## src/rtl/ohb_pkg.sv

```systemverilog
package ohb_pkg;

    localparam int unsigned OH_ADDR_W = 10;
    localparam int unsigned OH_DATA_W = 8;
    localparam int unsigned OH_GAP    = 1;

    typedef enum logic [1:0] {
        PH_IDLE = 2'd0,
        PH_ADDR = 2'd1,
        PH_GAP  = 2'd2,
        PH_DATA = 2'd3
    } phase_t;

    function automatic int unsigned max3(input int unsigned a, input int unsigned b,
                                         input int unsigned c);
        int unsigned m;
        m = (a > b) ? a : b;
        return (m > c) ? m : c;
    endfunction

endpackage

```

## src/rtl/ohb_ctrl.sv

```systemverilog
module ohb_ctrl
    import ohb_pkg::*;
#(
    parameter int unsigned ADDR_W  = OH_ADDR_W,
    parameter int unsigned DATA_W  = OH_DATA_W,
    parameter int unsigned GAP_CYC = OH_GAP
) (
    input  logic   clk,
    input  logic   rst,
    input  logic   bit_en,
    input  logic   req_valid,
    input  logic   req_ext,
    output logic   req_ready,
    output logic   load_ext,
    output logic   take_int,
    output logic   addr_step,
    output logic   data_step,
    output logic   last_bit,
    output phase_t phase
);

    localparam int unsigned CW = $clog2(max3(ADDR_W, DATA_W, GAP_CYC) + 1);

    logic [CW-1:0] cnt;
    logic          accept;

    assign req_ready = (phase == PH_IDLE);
    assign accept    = req_valid && req_ready;
    assign load_ext  = accept && req_ext;
    assign take_int  = accept && !req_ext;
    assign addr_step = (phase == PH_ADDR) && bit_en;
    assign data_step = (phase == PH_DATA) && bit_en;
    assign last_bit  = data_step && (cnt == CW'(DATA_W - 1));

    always_ff @(posedge clk) begin
        if (rst) begin
            phase <= PH_IDLE;
            cnt   <= '0;
        end else begin
            unique case (phase)
                PH_IDLE: begin
                    if (load_ext) begin
                        phase <= PH_ADDR;
                        cnt   <= '0;
                    end
                end
                PH_ADDR: begin
                    if (bit_en) begin
                        if (cnt == CW'(ADDR_W - 1)) begin
                            phase <= PH_GAP;
                            cnt   <= '0;
                        end else begin
                            cnt <= cnt + 1'b1;
                        end
                    end
                end
                PH_GAP: begin
                    if (bit_en) begin
                        if (cnt == CW'(GAP_CYC - 1)) begin
                            phase <= PH_DATA;
                            cnt   <= '0;
                        end else begin
                            cnt <= cnt + 1'b1;
                        end
                    end
                end
                PH_DATA: begin
                    if (bit_en) begin
                        if (last_bit) begin
                            phase <= PH_IDLE;
                            cnt   <= '0;
                        end else begin
                            cnt <= cnt + 1'b1;
                        end
                    end
                end
                default: begin
                    phase <= PH_IDLE;
                    cnt   <= '0;
                end
            endcase
        end
    end

    // The counter never passes the length of the phase it is in.
    AST_CNT_BOUND: assert property (@(posedge clk) disable iff (rst)
        (phase == PH_ADDR) |-> (cnt <= CW'(ADDR_W - 1)));

    AST_DATA_BOUND: assert property (@(posedge clk) disable iff (rst)
        (phase == PH_DATA) |-> (cnt <= CW'(DATA_W - 1)));

endmodule

```

## src/rtl/ohb_shift.sv

```systemverilog
module ohb_shift
    import ohb_pkg::*;
#(
    parameter int unsigned ADDR_W = OH_ADDR_W,
    parameter int unsigned DATA_W = OH_DATA_W
) (
    input  logic              clk,
    input  logic              rst,
    input  logic              load_ext,
    input  logic              take_int,
    input  logic              addr_step,
    input  logic              data_step,
    input  logic              last_bit,
    input  logic [ADDR_W-1:0] req_addr,
    input  logic [DATA_W-1:0] req_int_data,
    input  logic              ser_din,
    output logic              addr_bit,
    output logic              res_valid,
    output logic [ADDR_W-1:0] res_addr,
    output logic [DATA_W-1:0] res_data
);

    logic [ADDR_W-1:0] a_sr;
    logic [ADDR_W-1:0] a_hold;
    logic [DATA_W-1:0] d_sr;

    assign addr_bit = a_sr[ADDR_W-1];

    always_ff @(posedge clk) begin
        if (rst) begin
            a_sr   <= '0;
            a_hold <= '0;
        end else if (load_ext) begin
            a_sr   <= req_addr;
            a_hold <= req_addr;
        end else if (addr_step) begin
            a_sr <= {a_sr[ADDR_W-2:0], 1'b0};
        end
    end

    always_ff @(posedge clk) begin
        if (rst) begin
            d_sr <= '0;
        end else if (data_step) begin
            d_sr <= {d_sr[DATA_W-2:0], ser_din};
        end
    end

    always_ff @(posedge clk) begin
        if (rst) begin
            res_valid <= 1'b0;
            res_addr  <= '0;
            res_data  <= '0;
        end else begin
            res_valid <= last_bit || take_int;
            if (last_bit) begin
                res_addr <= a_hold;
                res_data <= {d_sr[DATA_W-2:0], ser_din};
            end else if (take_int) begin
                res_addr <= req_addr;
                res_data <= req_int_data;
            end
        end
    end

    // An internal-source result carries the request fields unchanged.
    AST_INT_PASS: assert property (@(posedge clk) disable iff (rst)
        take_int |=> (res_valid && res_data == $past(req_int_data)
                      && res_addr == $past(req_addr)));

endmodule

```

## src/rtl/ohb_fetch.sv

```systemverilog
module ohb_fetch
    import ohb_pkg::*;
#(
    parameter int unsigned ADDR_W  = OH_ADDR_W,
    parameter int unsigned DATA_W  = OH_DATA_W,
    parameter int unsigned GAP_CYC = OH_GAP
) (
    input  logic              clk,
    input  logic              rst,
    input  logic              bit_en,
    input  logic              req_valid,
    output logic              req_ready,
    input  logic [ADDR_W-1:0] req_addr,
    input  logic              req_ext,
    input  logic [DATA_W-1:0] req_int_data,
    output logic              ser_ale,
    output logic              ser_addr,
    output logic              ser_dle,
    input  logic              ser_din,
    output logic              res_valid,
    output logic [ADDR_W-1:0] res_addr,
    output logic [DATA_W-1:0] res_data
);

    phase_t phase;
    logic   load_ext;
    logic   take_int;
    logic   addr_step;
    logic   data_step;
    logic   last_bit;
    logic   addr_bit;

    ohb_ctrl #(
        .ADDR_W (ADDR_W),
        .DATA_W (DATA_W),
        .GAP_CYC(GAP_CYC)
    ) u_ctrl (
        .clk      (clk),
        .rst      (rst),
        .bit_en   (bit_en),
        .req_valid(req_valid),
        .req_ext  (req_ext),
        .req_ready(req_ready),
        .load_ext (load_ext),
        .take_int (take_int),
        .addr_step(addr_step),
        .data_step(data_step),
        .last_bit (last_bit),
        .phase    (phase)
    );

    ohb_shift #(
        .ADDR_W(ADDR_W),
        .DATA_W(DATA_W)
    ) u_shift (
        .clk         (clk),
        .rst         (rst),
        .load_ext    (load_ext),
        .take_int    (take_int),
        .addr_step   (addr_step),
        .data_step   (data_step),
        .last_bit    (last_bit),
        .req_addr    (req_addr),
        .req_int_data(req_int_data),
        .ser_din     (ser_din),
        .addr_bit    (addr_bit),
        .res_valid   (res_valid),
        .res_addr    (res_addr),
        .res_data    (res_data)
    );

    assign ser_ale  = (phase == PH_ADDR);
    assign ser_dle  = (phase == PH_DATA);
    assign ser_addr = ser_ale && addr_bit;

    AST_GAP_AFTER_ADDR: assert property (@(posedge clk) disable iff (rst)
        ($fell(ser_ale) && !$past(rst)) |-> !ser_dle);

    AST_RESULT_ON_DLE_END: assert property (@(posedge clk) disable iff (rst)
        ($fell(ser_dle) && !$past(rst)) |-> res_valid);

    AST_HOLD_WITHOUT_STEP: assert property (@(posedge clk) disable iff (rst)
        (ser_ale && !bit_en) |=> (ser_ale && $stable(ser_addr)));

    AST_RESET_QUIET: assert property (@(posedge clk)
        rst |=> (!ser_ale && !ser_dle && !ser_addr && !res_valid));

    AST_BUSY_NOT_READY: assert property (@(posedge clk) disable iff (rst)
        (ser_ale || ser_dle) |-> !req_ready);

endmodule

```

## config.mk

```make
export PLATFORM = sky130hd
export DESIGN_NAME = ohb_fetch
export DESIGN_NICKNAME = d
export VERILOG_FILES = /design/src/rtl/ohb_pkg.sv /design/src/rtl/ohb_ctrl.sv /design/src/rtl/ohb_shift.sv /design/src/rtl/ohb_fetch.sv
export SDC_FILE = /design/constraint.sdc
export NUM_CORES = 1
export LEC_CHECK = 0
export ABC_AREA = 1
export BUFFER_PORTS_ARGS = -buffer_cell sky130_fd_sc_hd__buf_4
export CAP_MARGIN = 20
export CORE_MARGIN = 4
export CORE_UTILIZATION = 55
export DETAILED_ROUTE_END_ITERATION = 8
export PLACE_DENSITY = 0.85
export SLEW_MARGIN = 15
export SYNTH_ARGS = -nofsm -noshare
export SYNTH_HDL_FRONTEND = slang
export SYNTH_HIERARCHICAL = 1
export SYNTH_SLANG_ARGS = --single-unit
```

## constraint.sdc

```tcl
create_clock -name clk -period 2.4 [get_ports clk]
set_input_delay 0.24 -clock clk [delete_from_list [all_inputs] [get_ports clk]]
set_output_delay 0.24 -clock clk [all_outputs]
set_load 0.01 [all_outputs]
```

==> run metrics <==
CP most frequent cell=inv_1; hold buffer count at CTS=0; pin count of the biggest net entering global routing=27; Residual DRC=0; Final Cycle Share=89.9%; hold-critical path depth=3; TritonCTS clock tree=built; clk_skew=12.0 ps; R2R setup slack=240 ps; Worst Setup Start Kind=flip-flop; vias in the first global route=2083; status=complete, no violations; Arr. time, crit path=2370 ps; antenna violations before repair=0; Worst-Skew Late Latency=310 ps; DR iter-0 viols=approximately 170; Final Hold Fails=0; num ports=47; Peak VDD IR=0.509 mV; pwr dens=just over 800 nW/um^2; WP depth=9; final core utilization=67.6%; final setup fails=0; CP max stage delay=between 400 and 500 ps; RSZ-0062 raised after global routing=false; Seq/Total Area, Yosys=approximately 40%; Unique masters post-synth=29; Routed WL per cell=12.4 um; setup bufs post-CTS=0; Hold Crit Class=input port to flip-flop; Cells after Synth=about 370; register bit count reported by yosys=52; Cell Area, Synth=2630 um^2; placed wire-length estimate=4120 um; max-slew violation count=0; clock buffer depth=2; total negative slack=0 ps; vias per inst=5.10; remaining global-route overflow=0; CTS Sinks=between 50 and 60; Vert. Die Dim=between 70 and 80 um; Die W=77.2 um; Core Region=4500 um^2; Initial Utilization=58.5%; Worst EP required=approximately 2600 ps; gr usage total=about a fifth; reg2reg end=u_shift/a_sr[7]; Worst Max-Slew Pin Slew=708 ps; area delta synth->final=15.7%; crit-path max FO=19; Setup CP Type=flip-flop to flip-flop; Final #Nets=about 440; ANT cells=0; IO Port Bufs=46; critical path cell sequence=inv_1, ha_1, inv_1, nor3_1, clkinv_1, nand3_1, nand3_1, nand2_1, inv_1; Yosys warnings=6; worst rel slew slack=52.7%; CTS Buf Count=5; H-tree depth=2; vias=about 2300; worst-case reg-to-reg path depth=9; root buf cell=clkbuf_8; post-CTS sizing=0; first-pass GRT wire length=between 9000 and 10000 um; die area=5960 um^2; final setup margin=242 ps; fraction of layout cells with a size suffix above 1=around 22%; family with the most delay on the worst path=buffers and inverters; Critical Path End Type=flip-flop; Leakage=1.54 nW; fill count=383; GP Congestion=between 0.8 and 0.9; final WL=5710 um; FF-to-FF Start=u_ctrl/phase[0]; Initial DRT Pass Iterations=4; crit path time final=around 2200 ps; Synth Area per Inst=7.22 um^2; Mapped Nets=396; CP startpoint=u_ctrl/phase[0]; most frequent cells in the layout=nand2_1, inv_1, dfxtp_1, buf_4, nor2_1; MaxCap Viol Count=0; Worst Path Buf+Inv=4; Critical Path Sink=u_shift/a_sr[7]; post-route ant nets=0; maximum clock rate=463 MHz; CTS clk-pin slew, worst paths=90 ps; DP Worst Slack=304 ps; slowest CP cell=clkinv_1; FP Rows=24; most common cell after layout, fill and taps aside=nand2_1
[metal layers]
metal	share of wire, %	global-route usage, %	vias to the layer above
met5	0	0	-
met4	1.7	7.12	0
met3	5.4	5.04	9
met2	49	32.4	60
met1	44	24.3	1060
li1	-	-	1216
[cells by family after synthesis]
family                   Yosys count  synth area share [%]
AO/OA/AOI/OAI                     63                  15.5
XOR/XNOR                           1                 0.333
adder cells (fa/ha/maj)            7                  3.33
buffers and inverters             71                  12.9
flip-flops                        52                  39.5
AND/OR/NAND/NOR                  171                  28.4
[synth_stat cells]
| cell | count | share of area (%) |
|---|---|---|
| o21ai_1 | 2 | 0.38 |
| nand3_2 | 2 | 0.76 |
| nand2_1 | 96 | 14 |
| buf_2 | 3 | 0.57 |
| clkbuf_2 | 1 | 0.19 |
| clkbuf_4 | 2 | 0.57 |
| ha_1 | 7 | 3.3 |
| nand3_1 | 25 | 4.8 |
| o21ai_2 | 10 | 3.3 |
| nor2_2 | 13 | 3.1 |
| dfxtp_1 | 52 | 40 |
| inv_2 | 1 | 0.14 |
| buf_12 | 2 | 1.5 |
| inv_1 | 54 | 7.7 |
| nor2_1 | 30 | 4.3 |
| nand2_8 | 1 | 0.76 |
| buf_4 | 3 | 0.86 |
| a21boi_0 | 18 | 5.1 |
| nor2_4 | 1 | 0.43 |
| nor3_1 | 2 | 0.38 |
| a21oi_1 | 17 | 3.2 |
| clkinv_1 | 1 | 0.14 |
| xor2_1 | 1 | 0.33 |
| a21oi_4 | 1 | 0.62 |
| buf_6 | 2 | 0.86 |
| inv_4 | 1 | 0.24 |
| clkbuf_1 | 1 | 0.14 |
| nand2_2 | 1 | 0.24 |
| o21ai_0 | 15 | 2.9 |
[tightest hold or removal path: cells and delay by family]
family | cells | cell delay, ps
simple gates | 2 | 120
buf+inv | 1 | 80
[power breakdown]
group / leakage [nW] / switching, W / internal [W]
clock network: 0.0473 / 0.000280 / 0.000230
registers: 0.424 / 0.0000815 / 0.000981
logic: 1.07 / 0.000559 / 0.000359
total: 1.54 / 0.000920 / 0.00157
[final cells by class]
type                            instances  area, um^2  share of cell area, %
Sequential cell                        52        1040                   34.2
Timing Repair Buffer                   50         375                   12.3
Tap cell                               52        65.1                   2.14
Clock buffer                            6        82.6                   2.71
Multi-Input combinational cell        242        1260                   41.3
Clock inverter                          1        8.76                  0.287
Inverter                               57         216                   7.10
[sequential cells by signal (all words and copies together) (netlist names)]
signal             cells
u_ctrl/cnt             4
u_ctrl/phase           2
u_shift/res_addr      10
u_shift/d_sr           7
u_shift/a_sr          10
u_shift/res_data       8
u_shift/res_valid      1
u_shift/a_hold        10
[worst min-delay path by stage]
| stage | from | to | slack (ps) |
|---|---|---|---|
| 2_1_floorplan | rst | u_ctrl/cnt[1] | 310 |
| 3_3_place_gp | u_shift/a_sr[0] | u_shift/a_sr[0] | 450 |
| 3_5_place_dp | u_shift/a_hold[6] | u_shift/a_hold[6] | 460 |
| 4_1_cts | ser_din | u_shift/d_sr[0] | 160 |
| 5_1_grt | ser_din | u_shift/d_sr[0] | 180 |
| 6_report | ser_din | u_shift/d_sr[0] | 170 |
[metrics by stage]
step	instance area (um^2)	total power (W)	cells	hold WS, ps
6_report	3050	0.00249	460	173
5_1_grt	3050	0.00267	460	182
4_1_cts	3050	0.00251	460	163
3_5_place_dp	2960	0.00200	453	456
3_3_place_gp	2960	0.00197	453	449
2_1_floorplan	2630	0.00173	365	309
Note: power is estimated with default switching activity, not from simulation.
